### config.mk
export PLATFORM = sky130hd
export DESIGN_NAME = mdrx_addr_filter
export DESIGN_NICKNAME = d
export VERILOG_FILES = /design/src/rtl/mdf_pkg.sv /design/src/rtl/mdf_cfg_regs.sv /design/src/rtl/mdf_addr_match.sv /design/src/rtl/mdf_rx_hold.sv /design/src/rtl/mdrx_addr_filter.sv
export SDC_FILE = /design/constraint.sdc
export NUM_CORES = 1
export LEC_CHECK = 0
export BUFFER_PORTS_ARGS = -buffer_cell sky130_fd_sc_hd__buf_4
export CAP_MARGIN = 25
export CORE_ASPECT_RATIO = 0.9
export CORE_MARGIN = 5
export CORE_UTILIZATION = 45
export DETAILED_ROUTE_END_ITERATION = 16
export GPL_TIMING_DRIVEN = 0
export PLACE_DENSITY = 0.77
export SLEW_MARGIN = 20
export SYNTH_ARGS = -nofsm -noshare
export SYNTH_HDL_FRONTEND = slang
export SYNTH_HIERARCHICAL = 1
export SYNTH_SLANG_ARGS = --single-unit
### constraint.sdc
create_clock -name clk -period 2.3 [get_ports clk]
set_input_delay 0.46 -clock clk [delete_from_list [all_inputs] [get_ports clk]]
set_output_delay 0.46 -clock clk [all_outputs]
set_load 0.1 [all_outputs]
### src/rtl/mdf_pkg.sv
package mdf_pkg;
   // Configuration register select codes
   typedef enum logic [0:0] {
      CFG_NODE = 1'b0,
      CFG_CTRL = 1'b1
   } cfg_sel_e;

   // Bit position of compare mode inside the control register
   localparam int unsigned CTRL_MODE_BIT = 0;
endpackage

### src/rtl/mdf_cfg_regs.sv
module mdf_cfg_regs
   import mdf_pkg::*;
#(
   parameter int unsigned DATA_W     = 8,
   parameter logic [DATA_W-1:0] NODE_RESET = '0
) (
   input  logic              clk,
   input  logic              rst_n,
   input  logic              cfg_we,
   input  logic              cfg_sel,
   input  logic [DATA_W-1:0] cfg_wdata,
   output logic [DATA_W-1:0] cfg_rdata,
   output logic [DATA_W-1:0] node_addr,
   output logic              cmp_mode
);
   localparam int unsigned PAD_W = DATA_W - 1;

   cfg_sel_e              sel_e;
   logic [DATA_W-1:0]     node_q;
   logic                  mode_q;

   assign sel_e = cfg_sel_e'(cfg_sel);

   always_ff @(posedge clk) begin
      if (!rst_n) begin
         node_q <= NODE_RESET;
         mode_q <= 1'b0;
      end else if (cfg_we) begin
         if (sel_e == CFG_NODE) node_q <= cfg_wdata;
         else                   mode_q <= cfg_wdata[CTRL_MODE_BIT];
      end
   end

   always_comb begin
      if (sel_e == CFG_NODE) cfg_rdata = node_q;
      else                   cfg_rdata = {{PAD_W{1'b0}}, mode_q};
   end

   assign node_addr = node_q;
   assign cmp_mode  = mode_q;
endmodule

### src/rtl/mdf_addr_match.sv
module mdf_addr_match #(
   parameter int unsigned DATA_W       = 8,
   parameter bit          DELIVER_ADDR = 1'b1
) (
   input  logic              clk,
   input  logic              rst_n,
   input  logic              rx_stb,
   input  logic [DATA_W-1:0] rx_byte,
   input  logic              rx_is_addr,
   input  logic              cmp_mode,
   input  logic [DATA_W-1:0] node_addr,
   output logic              accept,
   output logic              selected
);
   logic hit;
   logic sel_q;
   logic addr_pass;

   assign hit = (rx_byte == node_addr);

   // Selection state: updated by address bytes in compare mode,
   // held cleared while compare mode is off.
   always_ff @(posedge clk) begin
      if (!rst_n)                          sel_q <= 1'b0;
      else if (!cmp_mode)                  sel_q <= 1'b0;
      else if (rx_stb && rx_is_addr)       sel_q <= hit;
   end

   generate
      if (DELIVER_ADDR) begin : g_addr_fwd
         assign addr_pass = hit;
      end else begin : g_addr_drop
         assign addr_pass = 1'b0;
      end
   endgenerate

   always_comb begin
      if (!rx_stb)         accept = 1'b0;
      else if (!cmp_mode)  accept = 1'b1;
      else if (rx_is_addr) accept = addr_pass;
      else                 accept = sel_q;
   end

   assign selected = sel_q;
endmodule

### src/rtl/mdf_rx_hold.sv
module mdf_rx_hold #(
   parameter int unsigned DATA_W = 8
) (
   input  logic              clk,
   input  logic              rst_n,
   input  logic              accept,
   input  logic [DATA_W-1:0] rx_byte,
   input  logic              rd_ack,
   output logic [DATA_W-1:0] rx_data,
   output logic              data_avail,
   output logic              rx_irq
);
   logic [DATA_W-1:0] data_q;
   logic              avail_q;
   logic              irq_q;

   always_ff @(posedge clk) begin
      if (!rst_n) begin
         data_q <= '0;
      end else if (accept) begin
         data_q <= rx_byte;
      end
   end

   // A new byte outranks an acknowledge in the same cycle.
   always_ff @(posedge clk) begin
      if (!rst_n) begin
         avail_q <= 1'b0;
         irq_q   <= 1'b0;
      end else if (accept) begin
         avail_q <= 1'b1;
         irq_q   <= 1'b1;
      end else if (rd_ack) begin
         avail_q <= 1'b0;
         irq_q   <= 1'b0;
      end
   end

   assign rx_data    = data_q;
   assign data_avail = avail_q;
   assign rx_irq     = irq_q;
endmodule

### src/rtl/mdrx_addr_filter.sv
module mdrx_addr_filter #(
   parameter int unsigned DATA_W       = 8,
   parameter bit          DELIVER_ADDR = 1'b1
) (
   input  logic              clk,
   input  logic              rst_n,
   input  logic              rx_stb,
   input  logic [DATA_W-1:0] rx_byte,
   input  logic              rx_is_addr,
   input  logic              cfg_we,
   input  logic              cfg_sel,
   input  logic [DATA_W-1:0] cfg_wdata,
   output logic [DATA_W-1:0] cfg_rdata,
   input  logic              rd_ack,
   output logic              data_avail,
   output logic              rx_irq,
   output logic [DATA_W-1:0] rx_data
);
   localparam logic [DATA_W-1:0] NODE_RESET = '0;

   generate
      if (DATA_W < 2) begin : g_bad_width
         $error("mdrx_addr_filter: DATA_W must be at least 2");
      end
   endgenerate

   logic [DATA_W-1:0] node_q;
   logic              mode_q;
   logic              sel_q;
   logic              accept;

   mdf_cfg_regs #(
      .DATA_W     (DATA_W),
      .NODE_RESET (NODE_RESET)
   ) u_regs (
      .clk       (clk),
      .rst_n     (rst_n),
      .cfg_we    (cfg_we),
      .cfg_sel   (cfg_sel),
      .cfg_wdata (cfg_wdata),
      .cfg_rdata (cfg_rdata),
      .node_addr (node_q),
      .cmp_mode  (mode_q)
   );

   mdf_addr_match #(
      .DATA_W       (DATA_W),
      .DELIVER_ADDR (DELIVER_ADDR)
   ) u_match (
      .clk        (clk),
      .rst_n      (rst_n),
      .rx_stb     (rx_stb),
      .rx_byte    (rx_byte),
      .rx_is_addr (rx_is_addr),
      .cmp_mode   (mode_q),
      .node_addr  (node_q),
      .accept     (accept),
      .selected   (sel_q)
   );

   mdf_rx_hold #(
      .DATA_W (DATA_W)
   ) u_hold (
      .clk        (clk),
      .rst_n      (rst_n),
      .accept     (accept),
      .rx_byte    (rx_byte),
      .rd_ack     (rd_ack),
      .rx_data    (rx_data),
      .data_avail (data_avail),
      .rx_irq     (rx_irq)
   );
endmodule

==> out/metrics.yaml <==
placed_cells: 162
nets: 165
grt_usage_pct: 15.23
clockBufferDepth: 2
regArea_um2: 380.4
first_pass_iters: 4
instances_no_fill: 166
numClockSinks: 19
hpwl_um: 1718
port_buffers: 39
slew_violations: 0
critPathBufInv: 1
vias: 789
path_max_fanout: 9
antenna_cells: 0
final-hold-violation-count: 0
htreeDepth: 1
powerDensity_nw_per_um2: 618.1
grt_setup_unrepaired: "no"
syn_area_per_cell_um2: 9.422
outcome: "complete, no violations"
path_clk_slew_ns: 0.11
coreArea_um2: 1933
drcViolationCount: 0
required_ns: 2.50
dpl_cell_area_um2: 1247
routabilityCongestion: 0.7503
io_pins: 41
path_cells: "xnor2_1, nand4_1, or4_1, nand2_1, buf_6, mux2i_1, nor2b_1"
tightest_slew_ns: 0.2816
peakVddDrop_mv: 0.4292
max_cap_violations: 0
setup_violations: 0
root_buffer: "clkbuf_4"
start_util_pct: 47.77
dieHeight_um: 52.98
holdPathStages: 3
grt_max_degree: 13
cp_top_family: "simple AND/OR/NAND/NOR gates"
vias_per_cell: 4.753
ys_seq_area_share_pct: 41.19
criticalPathCategory: "register to register"
fin_area_um2: 1275
cts_resized: 0
arrival_ns: 1.94
netlist_area_um2: 923.4
fin_crit_sh_pct: 75.75
antenna_found_initial: 0
rows: 15
synth_cell_types: 18
synthesis.nets: 121
max_stage_delay_ns: 0.50
start_kind: "register"
cpMaxStageDelayCell: "or4_1"
clkLatencyLatePin_ns: 0.29
hp-class: "input pin to register"
ys_ff_latch: 19
ant_nets: 0
endpoint_kind: "register"
synthCells: 98
numCtsBuffers: 3
ff2ff_path_depth: 7
fmax_ghz: 0.5740
fillers: 160
worstSetupPathDepth: 7
ys_warn_count: 6
fin_crit_ns: 1.742
drt_iter0_markers: 3
drt-total-wl_um: 2138
total_power_uw: 788.0
leakage_uw: 0.0005880
multi_input_comb_area_um2: 485.5
drive_gt1_share_pct: 35.46
ctsHoldBuffers: 0
cts_tree: "built"
cts_setup_buffers: 0
area_growth_pct: 38.08
post_drt_wl_per_cell_um: 12.88
overflow: 0
dieArea_um2: 3059
finClkSkew_ns: 0.004976
die_w_um: 57.75
slew_headroom_pct: 81.38
grt_pass1_vias: 809
grt_pass1_wl_um: 3532
==> sequential cells by signal (all words and copies together), names as in the netlist <==
signal,flops
u_regs/node_addr,8
u_hold/rx_data,8
u_hold/rx_irq,1
u_match/selected,1
u_regs/cmp_mode,1
==> stage by stage <==
stage	hold WS (ns)	TNS, ns	setup WS, ns	utilization [%]
after floorplan	0.4395	-0.5340	-0.07629	-
after global placement	0.4483	0	0.3757	64.53
after detailed placement	0.4610	0	0.3373	64.53
after CTS	0.4061	0	0.5358	65.95
after global routing	0.4214	0	0.4340	65.95
final	0.4136	0	0.5577	65.95
==> logic make-up (layout without fill, tap and decap cells) <==
group	count (synthesis)	after routing	synth area share, %
and+or+nand+nor	43	43	23.44
xor gates and xnor gates	8	8	7.588
muxes	18	18	19.65
buffers and inverters	7	50	6.231
AOI/OAI and AO/OA	3	3	1.896
DFF	19	19	41.19
==> final timing paths <==
check	startpoint	slack, ns	to
min reg2reg	u_match/selected	0.47	u_match/selected
min	cfg_wdata[6]	0.41	u_regs/node_addr[6]
max	u_regs/node_addr[0]	0.56	u_hold/rx_data[1]
max reg2reg	u_regs/node_addr[0]	0.56	u_hold/rx_data[1]
==> layout by cell type (no fill, tap or decap) <==
master / Yosys / layout
inv_1: 1 / 1
buf_6: 3 / 3
buf_4: 2 / 41
o21ai_0: 1 / 1
xnor2_1: 7 / 7
mux2i_1: 17 / 17
or4_1: 1 / 1
xor2_1: 1 / 1
nand4_1: 2 / 2
nand3_1: 1 / 1
o21ai_1: 1 / 1
buf_2: 1 / 1
mux2_1: 1 / 1
clkbuf_4: 0 / 3
o21a_1: 1 / 1
nor2b_2: 1 / 1
nand2_1: 22 / 22
nor2b_1: 16 / 16
clkinv_2: 0 / 1
dfxtp_1: 19 / 19
==> synthesized netlist by cell type <==
cell type | count | area, µm²
xnor2_1 | 7 | 61.31
dfxtp_1 | 19 | 380.4
o21a_1 | 1 | 7.510
buf_6 | 3 | 33.78
o21ai_0 | 1 | 5.000
nand2_1 | 22 | 82.58
or4_1 | 1 | 7.510
nor2b_1 | 16 | 100.1
buf_4 | 2 | 15.01
nand3_1 | 1 | 5.000
o21ai_1 | 1 | 5.000
xor2_1 | 1 | 8.760
mux2_1 | 1 | 11.26
nor2b_2 | 1 | 8.760
inv_1 | 1 | 3.750
buf_2 | 1 | 5.000
mux2i_1 | 17 | 170.2
nand4_1 | 2 | 12.51
==> worst register-to-register path: cells and delay by family (launching register included) <==
| kind | cells | cell delay, ns |
|---|---|---|
| simple gates | 4 | 0.77 |
| flops | 1 | 0.39 |
| mux | 1 | 0.21 |
| buf+inv | 1 | 0.16 |
| xor+xnor | 1 | 0.13 |
==> where the power goes <==
group / leakage, µW / switching, µW / total [µW] / internal, µW
registers: 0.000156 / 12.8 / 360 / 348
logic: 0.000414 / 171 / 258 / 86.4
clock network: 0.0000177 / 105 / 170 / 64.7
==> final cells by class <==
class                      count  area share (%)
clock inverter                 1          0.3925
clock buffer                   3           1.766
multi-input combinational     72           38.08
timing repair buffer          39           22.96
tap                           25           2.453
sequential                    19           29.83
buffer                         6           4.220
inverter                       1          0.2944
==> routing by layer <==
metal	wire length, µm	global-route usage [%]	vias up
li1	-	-	405
met3	156	4.390	0
met4	0	4.633	0
met1	943	18.36	358
met2	1037	26.13	26
met5	0	0	-
Note: power is estimated with default switching activity, not from simulation.
